File: src/rtl/reseed_scheduler.sv
module reseed_scheduler #(
  parameter int CNT_W = 16,
  parameter int ADDR_W = 8,
  parameter logic [ADDR_W-1:0] REQ_ADDR = 'h60,
  parameter logic [ADDR_W-1:0] AGE_ADDR = 'h64
) (
  input  logic              clk,
  input  logic              rst_n,
  input  logic              cfg_we,
  input  logic [ADDR_W-1:0] cfg_addr,
  input  logic [CNT_W-1:0]  cfg_wdata,
  input  logic              gen_done,
  input  logic              reseed_done,
  input  logic              tick,
  output logic              reseed_req
);
  localparam logic [CNT_W-1:0] ONE = CNT_W'(1);

  logic [CNT_W-1:0] req_reload, age_reload, req_cnt, age_cnt;
  logic busy, pending;

  wire req_en  = |req_reload;
  wire age_en  = |age_reload;
  wire req_hit = req_en & gen_done & (req_cnt == ONE);
  wire age_hit = age_en & tick & (age_cnt == ONE);
  wire trig    = req_hit | age_hit;
  wire restart = trig | reseed_done;
  wire busy_n  = busy & ~reseed_done;
  wire want    = trig | pending;
  wire fire    = want & ~busy_n;
  wire wr_req  = cfg_we & (cfg_addr == REQ_ADDR);
  wire wr_age  = cfg_we & (cfg_addr == AGE_ADDR);

  always_ff @(posedge clk) begin
    if (!rst_n) begin
      req_reload <= '0;
      req_cnt    <= '0;
    end else if (wr_req) begin
      req_reload <= cfg_wdata;
      req_cnt    <= cfg_wdata;
    end else if (restart) begin
      req_cnt    <= req_reload;
    end else if (req_en & gen_done) begin
      req_cnt    <= req_cnt - ONE;
    end
  end

  always_ff @(posedge clk) begin
    if (!rst_n) begin
      age_reload <= '0;
      age_cnt    <= '0;
    end else if (wr_age) begin
      age_reload <= cfg_wdata;
      age_cnt    <= cfg_wdata;
    end else if (restart) begin
      age_cnt    <= age_reload;
    end else if (age_en & tick) begin
      age_cnt    <= age_cnt - ONE;
    end
  end

  always_ff @(posedge clk) begin
    if (!rst_n) begin
      reseed_req <= 1'b0;
      busy       <= 1'b0;
      pending    <= 1'b0;
    end else begin
      reseed_req <= fire;
      busy       <= fire | busy_n;
      pending    <= want & ~fire;
    end
  end
endmodule


File: config.mk
export PLATFORM = sky130hd
export DESIGN_NAME = reseed_scheduler
export DESIGN_NICKNAME = d
export VERILOG_FILES = /design/src/rtl/reseed_scheduler.sv
export SDC_FILE = /design/constraint.sdc
export NUM_CORES = 1
export LEC_CHECK = 0
export BUFFER_PORTS_ARGS = -buffer_cell sky130_fd_sc_hd__buf_2
export CORE_UTILIZATION = 40
export CTS_CLUSTER_DIAMETER = 30
export DETAILED_ROUTE_END_ITERATION = 16
export HOLD_SLACK_MARGIN = 0.03
export PLACE_DENSITY = 0.6
export SYNTH_ARGS = -nofsm -noshare
export SYNTH_HDL_FRONTEND = slang
export SYNTH_SLANG_ARGS = --single-unit
File: constraint.sdc
create_clock -name clk -period 2.2 [get_ports clk]
set_input_delay 0.55 -clock clk [delete_from_list [all_inputs] [get_ports clk]]
set_output_delay 0.55 -clock clk [all_outputs]
set_load 0.005 [all_outputs]
-- Yosys cells after proc, flatten, opt, wreduce, memory -nomap -nowiden
Cells that the tools add are included.
- flip-flop bits (word level): 67
- latch bits: 0
- RAM bits: 0
- memory bits (read-only): 0
- bits of input ports: 30
- word-level logic and storage cells: 39
- memories kept: 0
- $add $sub $neg: 2
- $mul: 0
- divide/modulo/power cells: 0
- $lt $le $gt $ge: 0
- equality and inequality tests: 4
- shift-type cells: 0
- mux-type cells: 6
- bitwise operators: 16
- reductions and logical operators: 4
- operators with widths (cell ; number):
    16-bit 2-to-1 mux ; 6
    16-bit by 1-bit == test with 1-bit output (second input constant) ; 2
    16-bit OR reduction ; 2
    16-bit by 1-bit subtractor with 16-bit output (second input constant) ; 2
    8-bit by 7-bit == test with 1-bit output (second input constant) ; 2
    1-bit AND ; 9
    3-bit nonzero test ; 2
    1-bit OR ; 4
    1-bit NOT ; 3

-- Longest topological paths before layout
Gate-level depths: netlist (run 1).
- depth after elaboration: 8
- depth in mapped cells: 10
- depth with buffers taken out: 8

-- Worst setup path before layout (run 1)
Ideal clock, no wire load.
- kind: register to register
- start: reg age_cnt[1]
- end: reg age_cnt[10]
- setup time: 133 ps
- arrival time: 2126 ps
- data required time: 2067 ps
- slack: -59 ps
- stages on the path, launching flop included: 11
- period minus slack after synthesis: 2259 ps
- path through: dfxtp_1 inv_1 ha_1 nor4b_1 and4_1 a22o_1 or4_1 buf_2 buf_6 o221ai_2 a21oi_1
- longest elaborated chain between the ends: 6
- elaborated cells on any way between the ends: 9
- those cells by class: 1 x add/sub; 1 x eq/ne; 3 x mux; 3 x bitwise; 1 x reduce/logical
- RTL lines (element ; RTL line ; source):
    from (decl) ; 19 ; logic [CNT_W-1:0] req_reload, age_reload, req_cnt, age_cnt;
    from (signal assigned) ; 54 ; age_cnt <= cfg_wdata;
    from (signal assigned) ; 56 ; age_cnt <= age_reload;
    from (signal assigned) ; 58 ; age_cnt <= age_cnt - ONE;
    parallel branches: the longest is 6 deep, another holds 16-bit by 1-bit subtractor with 16-bit output ; -- ;
Several ways; the timed one is not identified. The select of a mux whose other input is x is not followed.
A chain may end at the register's enable or synchronous reset.

-- Worst setup path in the final report (run 1)
- start: reg age_reload[12]
- end: reg req_cnt[3]
- longest elaborated chain between the ends: 7
- elaborated cells on any way between the ends: 8
- those cells by class: 2 x mux; 4 x bitwise; 2 x reduce/logical
- RTL lines (element ; RTL line ; source):
    from (decl) ; 19 ;
    from (signal assigned) ; 53 ; age_reload <= cfg_wdata;
    16-bit OR reduction * ; 23 ; wire age_en = |age_reload;
    1-bit AND * (2 in series) ; 25 ; wire age_hit = age_en & tick & (age_cnt == ONE);
    1-bit OR * ; 26 ; wire trig = req_hit | age_hit;
    1-bit OR * ; 27 ; wire restart = trig | reseed_done;
    16-bit 2-to-1 mux ; 41 ; end else if (restart) begin
    16-bit 2-to-1 mux ; 38 ; end else if (wr_req) begin
    to (signal assigned) ; 40 ; req_cnt <= cfg_wdata;
    to (signal assigned) ; 42 ; req_cnt <= req_reload;
    to (signal assigned) ; 44 ; req_cnt <= req_cnt - ONE;
    to (decl) ; 19 ;
Mark *: on every way between the ends. The rest lies on a longest branch, timed or not.

==> flow_metrics.tcl, run 1 <==
set metrics [dict create \
    io_buffers 30 \
    cp-end-kind "register" \
    antenna_cells 0 \
    final_antenna_net_count 0 \
    gp_congestion 0.8655 \
    r2r_slack_ns -0.05 \
    timing.final.hold_violations 0 \
    synth_seq_cells 67 \
    ioPinCount 31 \
    antenna_found_initial 0 \
    cts_root_buffer "clkbuf_8" \
    setup_ws_ns -0.04626 \
    dieArea_sq_um 9744 \
    reg2reg_to "req_cnt[3]" \
    fin_crit_ns 2.246 \
    postLayoutCoreUtil 0.5636 \
    syn_avg_cell_area_sq_um 8.222 \
    fillCellCount 814 \
    row_count 34 \
    status "finished with violations" \
    grt_pass1_wl_mm 17.90 \
    syn_nets 489 \
    grt_usage 0.2365 \
    crit_required_ns 2.47 \
    drive_above_1_share 0.3107 \
    synth_area_sq_um 3741 \
    crit_path_start "age_reload[12]" \
    grt_start_max_net_pins 26 \
    multi_input_area_sq_um 2467 \
    power_mw 2.886 \
    syn_to_final_growth_pct 33.95 \
    cts_inserted_buffers 9 \
    area.sequential_sq_um 1356 \
    synth_cells 455 \
    cp.arrival_ns 2.52 \
    yosysSeqAreaShare 0.3585 \
    firstDrtPassIters 5 \
    dp_hpwl_mm 7.953 \
    clk_latency_ns 0.35 \
    dieHeight_um 98.71 \
    critPathKind "reg -> reg" \
    worstPathMaxFanout 6 \
    finalCritPeriodShare 1.021 \
    max-clock-path-buffers 2 \
    cts.sinks 67 \
    coreArea_sq_um 8891 \
    rsz0062_at_grt "yes" \
    p_per_area_nw_per_um2 575.8 \
    setup_viol 9 \
    synth.distinct_cells 57 \
    cp-endpoint "req_cnt[3]" \
    ctsHtreeMaxLevel 3 \
    route.detailed.drc 0 \
    drv_slew 0 \
    synth_warnings 0 \
    nets 574 \
    violations "negative setup slack" \
    fmax_mhz 445.2 \
    clk_pin_slew_ns 0.08 \
    worst_clock_skew_ns 0.009934 \
    ys_async_sr_fraction 0 \
    via_per_inst 5.822 \
    hold_path.class "in -> reg" \
    max-slew-margin-rel 0.6658 \
    avgRoutedWirePerCell_um 17.53 \
    leakagePower_nw 1.885 \
    reg2regPathDepth 9 \
    pre_cts_ws_ns -0.1172 \
    synth-edff-count 0 \
    grt_pass1_vias 3551 \
    die_w_um 98.71 \
    crit-reg2reg-launch "age_reload[12]" \
    timing.max_cap.violations 0 \
    worst_slew_pin_slew_ns 0.4886 \
    vias 3796 \
    synthFlopType "dfxtp_1" \
    grt_overflow 0 \
    drt_wl_total_mm 11.43 \
    peakVddDrop_mv 0.2926 \
    drt_iter0_drc 181 \
    start_util 0.4208 \
    cp-start-kind "register" \
    cts_tree "built" \
]
==> cell families (layout without fill, tap and decap cells) <==
logic type,count (synthesis),count (layout),share of synthesized area
muxes,16,16,0.04314
xor gates and xnor gates,22,22,0.05151
AOI/OAI and AO/OA,132,132,0.2485
buffers and inverters,40,129,0.04414
adders and majority gates,4,4,0.01338
and+or+nand+nor,174,174,0.2408
DFF,67,67,0.3585
==> worst min path at each step <==
stage	from	end	slack, ns	cells after the start
floorplan	req_reload[4]	req_reload[4]	0.45	2
global placement	req_reload[4]	req_reload[4]	0.47	2
detailed placement	req_reload[4]	req_reload[4]	0.48	2
CTS	cfg_wdata[13]	age_reload[13]	0.48	3
global route	cfg_wdata[0]	req_reload[0]	0.50	3
finish	cfg_wdata[13]	age_reload[13]	0.49	3
==> per-stage QoR <==
stage               instances  hold WS, ns  setup TNS, ns  instance area, sq um
finish                    652       0.4857        -0.1205                  5011
global route              652       0.4979         -1.549                  5011
CTS                       651       0.4765      -0.009804                  4898
detailed placement        626       0.4757         -2.139                  4408
global placement          626       0.4672         -1.567                  4408
floorplan                 455       0.4502              0                  3751
==> where the power goes <==
| part | internal (mW) | leakage [nW] | switching (mW) | total [mW] |
|---|---|---|---|---|
| logic | 0.285 | 1.24 | 0.283 | 0.569 |
| clock network | 0.549 | 0.0954 | 0.477 | 1.03 |
| registers | 1.25 | 0.549 | 0.0445 | 1.29 |
| total | 2.08 | 1.88 | 0.805 | 2.89 |
==> critical path: stages (launching register included) <==
cell and delay, ns:
dfxtp_4 0.37, nor4_4 0.35, nand4_1 0.19, a22o_1 0.31
buf_6 0.13, buf_6 0.11, nor2_4 0.11, buf_12 0.15
mux2_4 0.30, a31oi_1 0.15
==> cell usage in the layout, fill, tap and decap left out, drive strengths merged, types with 8 or more instances in the layout <==
cell type and instances:
buf 103, nand2 94, dfxtp 67, a21boi 34, a21oi 22, o21ai 22, a31oi 18, nor4 16
mux2i 15, xnor2 14, o221ai 13, inv 11, clkbuf 11, nand4 10, nor2 10, nand3 9
xor2 8
==> cell usage after synthesis (3+ instances only) <==
master      n  share of area
nor4b_1     4         0.0094
o21ai_0    17          0.023
nand2_1    94          0.094
inv_1      11          0.011
nor2_1     10          0.010
dfxtp_1    67           0.36
xor2_1      8          0.019
clkbuf_1   23          0.023
ha_1        4          0.013
nand3_1     9          0.012
nand4_1    10          0.017
o211ai_1    4         0.0080
o2bb2ai_1   4         0.0094
nor4_2      6          0.020
a21oi_1    22          0.029
mux2i_1    15          0.040
nor3_1      6         0.0080
o221ai_2    7          0.028
xnor2_1    14          0.033
nor2b_1     3         0.0050
o21ai_1     5         0.0067
o221ai_1    6          0.014
a31oi_1    18          0.030
buf_2       3         0.0040
nor4_1     10          0.017
nor3b_1     4         0.0080
a21boi_0   33          0.066
==> timing repair <==
item                                    in CTS  in global routing
setup buffers                                9                  3
gates cloned                                 2                  1
pin swaps                                   17                 23
resized for setup                           37                 27
endpoints found under the hold margin        0                  0
endpoints found under the setup margin      21                 32
hold buffers                                 0                  0
==> area by class of cell <==
cell class,instances,share of cell area
multi-input combinational,348,0.4924
sequential,67,0.2707
timing repair buffer,103,0.1633
clock buffer,11,0.02821
tap,108,0.02697
clock inverter,4,0.01024
inverter,11,0.008240
==> per-layer routing <==
| metal | share of wire | GRT usage | routed length (um) |
|---|---|---|---|
| met3 | 0.057 | 0.03972 | 649 |
| met2 | 0.48 | 0.4063 | 5543 |
| met5 | 0 | 0 | 0 |
| met1 | 0.44 | 0.2990 | 5035 |
| met4 | 0.018 | 0.08381 | 201 |
==> sequential cells by signal, summed over array words and instances (netlist names) <==
signal,flops
age_cnt,16
age_reload,16
busy,1
pending,1
req_cnt,16
req_reload,16
reseed_req,1
Note: power is estimated with default switching activity, not from simulation.
==> inputs of run 2 (changes only) <==
TNS_END_PERCENT = 30   (was unset)
==> run 2 against run 1 <==
The run still ends with negative setup slack left. Clock power is essentially flat. Wire length up 0.13%. Clock skew increased by 0.0010 ns. First-iteration DRC count fell by 2.8%. Power hardly changed. Largest cell class unchanged. Highest routed layer unchanged.
==> flow_metrics.tcl, run 2 (synthesis results as in run 1) <==
set metrics [dict create \
    drt_wl_total_mm 11.45 \
    cp_top_family "simple AND/OR/NAND/NOR gates" \
    area.sequential_sq_um 1356 \
    crit_path_frequent_cell "buf_6" \
    grt_pass1_wl_mm 17.90 \
    max-clock-path-buffers 2 \
    worst_clock_skew_ns 0.01096 \
    rsz0062_at_grt "yes" \
    leakagePower_nw 1.868 \
    syn_to_final_growth_pct 32.98 \
    drv_slew 0 \
    slowest_delay_ns 0.37 \
    start_util 0.4208 \
    cp-start-kind "register" \
    nets 573 \
    firstDrtPassIters 4 \
    cp-end-kind "register" \
    max-slew-margin-rel 0.6609 \
    worstPathMaxFanout 6 \
    tns_ns -0.3470 \
    final_cell_mix "nand2_1, buf_4, dfxtp_1" \
    grt_pass1_vias 3551 \
    power_mw 2.883 \
    final_cells 651 \
    worst_slew_pin_slew_ns 0.4958 \
    dieArea_sq_um 9744 \
    drt_iter0_drc 176 \
    timing.final.hold_violations 0 \
    crit_buf_inv 3 \
    cp_cell_sequence "nor4_4, nand4_1, a22o_1, buf_6, buf_6, nor2_4, buf_12, mux2_4, a31oi_1" \
    clk_latency_ns 0.35 \
    pre_cts_ws_ns -0.1172 \
    dieHeight_um 98.71 \
    timing.max_cap.violations 0 \
    coreArea_sq_um 8891 \
    status "finished with violations" \
    die_w_um 98.71 \
    violations "negative setup slack" \
    crit_required_ns 2.47 \
    grt_overflow 0 \
    row_count 34 \
    route.detailed.drc 0 \
    grt_usage 0.2365 \
    grt_start_max_net_pins 26 \
    fmax_mhz 441.6 \
    antenna_found_initial 0 \
    fin_crit_ns 2.264 \
    peakVddDrop_mv 0.2914 \
    final_antenna_net_count 0 \
    finalCritPeriodShare 1.029 \
    cts_hold_buf 0 \
    cp_slowest_cell "dfxtp_4" \
    postLayoutCoreUtil 0.5595 \
    ctsHtreeMaxLevel 3 \
    clk_pin_slew_ns 0.08 \
    setup_ws_ns -0.06434 \
    multi_input_area_sq_um 2455 \
    ioPinCount 31 \
    p_per_area_nw_per_um2 579.6 \
    vias 3771 \
    io_buffers 30 \
    critPathKind "reg -> reg" \
    r2r_slack_ns -0.06 \
    cts_tree "built" \
    hold_path.class "in -> reg" \
    cts_inserted_buffers 9 \
    dpl.cell_count 626 \
    cts.sinks 67 \
    dp_hpwl_mm 7.953 \
    gp_congestion 0.8655 \
    final_common_cell "nand2_1" \
    cp.arrival_ns 2.54 \
    via_per_inst 5.793 \
    fillCellCount 814 \
    drive_above_1_share 0.3076 \
    setup_viol 14 \
    avgRoutedWirePerCell_um 17.58 \
    antenna_cells 0 \
    cts_root_buffer "clkbuf_8" \
]
==> run 2: metrics by stage <==
stage,hold slack (ns),cell area [sq um]
finish,0.4857,4975
global route,0.4988,4975
CTS,0.4765,4898
detailed placement,0.4757,4408
global placement,0.4672,4408
floorplan,0.4502,3751
==> run 2: final timing paths <==
path                                startpoint             end  cells after the start
worst max register to register  age_reload[12]      req_cnt[3]                      9
worst min register to register         pending            busy                      2
worst max-delay path            age_reload[12]      req_cnt[3]                      9
worst min-delay path             cfg_wdata[12]  age_reload[12]                      3
==> run 2: area by class of cell <==
type                    count  share of cell area
clock buffers              11             0.02842
clock inverters             4             0.01031
inverters                  11            0.008300
multi-input cells         348              0.4935
flip-flops and latches     67              0.2726
well taps                 108             0.02716
repair buffers            102              0.1597
==> run 2: tightest hold or removal path, cell delays in order <==
cell and delay, ns:
buf_2 0.13, nand2_1 0.05, a21boi_0 0.07
==> run 2: repair_timing <==
item,in CTS,in global routing
resized for setup,37,20
pin swaps,17,19
buffers inserted,9,1
gates cloned,2,1
setup endpoints to repair,21,32
==> run 2: power breakdown <==
group | total (mW) | switching [mW] | leakage, nW | internal, mW
clock | 1.03 | 0.480 | 0.0954 | 0.549
sequential | 1.29 | 0.0446 | 0.549 | 1.25
combinational | 0.563 | 0.282 | 1.22 | 0.281
==> run 2: layer usage <==
layer,vias up,global-route usage,part of all wire
met2,122,0.4063,0.49
li1,1850,-,-
met4,0,0.08381,0.021
met3,18,0.03972,0.056
met1,1781,0.2990,0.44
met5,-,0,0
==> inputs of run 3 (changes only) <==
ABC_AREA = 1   (was unset)
==> run 3 against run 2 <==
The run now ends clean. Clock skew grew 0.00073 ns. Largest power group unchanged. Count of clock-buffer cells in the layout shrank 2. Highest routed layer unchanged. Non-clock buffer count shrank 52.
==> flow_metrics.tcl, run 3 <==
set metrics [dict create \
    status "finished clean" \
    dp_hpwl_mm 8.885 \
    syn_nets 689 \
    timing.final.hold_violations 0 \
    dpl.cell_count 817 \
    route.detailed.drc 0 \
    synth_warnings 0 \
    grt_usage 0.2368 \
    start_util 0.4170 \
    reg2regPathDepth 13 \
    fin_crit_ns 2.041 \
    leakagePower_nw 2.213 \
    max-clock-path-buffers 2 \
    cts.repair.resized 0 \
    cts_root_buffer "clkbuf_8" \
    ioPinCount 31 \
    synth_area_sq_um 4114 \
    fillCellCount 1046 \
    grt_pass1_wl_mm 19.29 \
    avgRoutedWirePerCell_um 13.76 \
    critPathKind "reg -> reg" \
    power_mw 3.053 \
    cts_tree "built" \
    clk_latency_ns 0.35 \
    antenna_found_initial 0 \
    drt-met1-wl_mm 5.480 \
    postLayoutCoreUtil 0.4828 \
    final_cell_mix "nand2_1, nor2_1, inv_1" \
    synth.distinct_cells 40 \
    cts_inserted_buffers 9 \
    antenna_cells 0 \
    hold_path.class "in -> reg" \
    final_common_cell "nand2_1" \
    coreArea_sq_um 9864 \
    row_count 36 \
    io_buffers 30 \
    max-slew-margin-rel 0.6543 \
    grt_start_max_net_pins 39 \
    ys_async_sr_fraction 0 \
    p_per_area_nw_per_um2 641.1 \
    synth-edff-count 0 \
    die_w_um 103.4 \
    cp.arrival_ns 2.34 \
    drt_wl_total_mm 11.50 \
    dieArea_sq_um 10690 \
    ys_top_cells_by_area "dfxtp_1, nand2_1, nor2_1" \
    ctsHtreeMaxLevel 3 \
    setup_viol 0 \
    fmax_mhz 490.0 \
    worst_clock_skew_ns 0.01168 \
    gp_congestion 0.8453 \
    nets 732 \
    wl_met2_mm 5.548 \
    cp-end-kind "register" \
    synth_cells 655 \
    top_layer "met4" \
    finalCritPeriodShare 0.9277 \
    hold_depth 3 \
    syn_avg_cell_area_sq_um 6.281 \
    yosys.area.top_type "dfxtp_1" \
    final_antenna_net_count 0 \
    synthFlopType "dfxtp_1" \
    drv_slew 0 \
    syn_to_final_growth_pct 15.75 \
    grt_pass1_vias 3996 \
    peakVddDrop_mv 0.2346 \
    crit_required_ns 2.50 \
    cp-start-kind "register" \
    cts.sinks 67 \
    worst_slew_pin_slew_ns 0.5162 \
    yosysMostFrequentCell "nand2_1" \
    clk_pin_slew_ns 0.09 \
    drive_above_1_share 0.1408 \
    rsz0062_at_grt "no" \
    grt_overflow 0 \
    synth_top_area_share 0.3260 \
    firstDrtPassIters 4 \
    timing.max_cap.violations 0 \
    drt_iter0_drc 202 \
    dieHeight_um 103.4 \
    via_per_inst 4.902 \
    tns_ns 0 \
    final_cells 836 \
    synth_seq_cells 67 \
    ys_top_cells_by_count "nand2_1, nor2_1, inv_1, dfxtp_1, a21oi_1" \
    dr_wl_met3_um 374 \
    yosysSeqAreaShare 0.3260 \
    vias 4098 \
    worstPathMaxFanout 9 \
]
==> run 3: cell count changes after synthesis, moves of 14 or more <==
cell,before,now
nor2_1,10,143
nand2_1,94,164
inv_1,11,72
a21boi_0,33,0
a21oi_1,22,48
a31oi_1,18,1
clkbuf_1,23,8
mux2i_1,15,0
nand3_1,9,23
==> run 3: final cells by class <==
cell class | count | area [sq um] | area share
multi-input combinational | 491 | 2365 | 0.4966
sequential | 67 | 1341 | 0.2817
timing repair buffer | 50 | 362.8 | 0.07620
inverter | 79 | 301.5 | 0.06332
tap | 133 | 166.4 | 0.03494
clock buffer | 9 | 123.9 | 0.02601
clock inverter | 7 | 101.3 | 0.02128
==> run 3: through the flow <==
step	hold slack, ns	cell area, sq um	setup slack, ns
2_1_floorplan	0.4520	4114	0.3966
3_3_place_gp	0.4730	4502	0.1631
3_5_place_dp	0.4724	4502	0.1558
4_1_cts	0.4676	4727	0.1529
5_1_grt	0.4699	4762	0.001079
6_report	0.4798	4762	0.1590
==> run 3: final timing paths <==
kind,slack (ns),from,end
min reg2reg,0.49,age_reload[10],age_reload[10]
max,0.16,age_cnt[1],age_cnt[13]
min,0.48,cfg_wdata[14],age_reload[14]
max reg2reg,0.16,age_cnt[1],age_cnt[13]
==> run 3: report_power, final <==
group	internal (mW)	total, mW	switching (mW)
Sequential	1.25	1.29	0.0391
Combinational	0.217	0.575	0.358
Clock	0.646	1.19	0.540
==> run 3: kinds of logic (layout without fill, tap and decap cells) <==
family	Yosys count	after routing	synth area share
DFF	67	67	0.3260
buffers and inverters	97	145	0.1007
and+or+nand+nor	377	377	0.4008
xor gates and xnor gates	22	22	0.04684
adders and majority gates	4	4	0.01217
AOI/OAI and AO/OA	88	88	0.1134
==> run 3: critical path, stage by stage (launching register included) <==
cell and delay [ns]:
dfxtp_1 0.30, inv_1 0.12, ha_1 0.16, inv_1 0.05, nor3_1 0.13, nand2_1 0.08, nor2_1 0.16, nand3_2 0.21
nand2_4 0.16, nor2_8 0.08, buf_12 0.13, o21ai_0 0.23, nor2_1 0.08, nor2_1 0.09
==> run 3: metal layers <==
| metal | GRT usage | up-vias |
|---|---|---|
| met5 | 0 | - |
| met4 | 0.06392 | 0 |
| met3 | 0.03629 | 9 |
| met2 | 0.4040 | 64 |
| met1 | 0.3108 | 1878 |
| li1 | - | 2147 |
==> run 3: timing repair <==
action,4_1_cts,5_1_grt
setup buffers,0,3
setup endpoints to repair,0,1
hold buffers,0,0
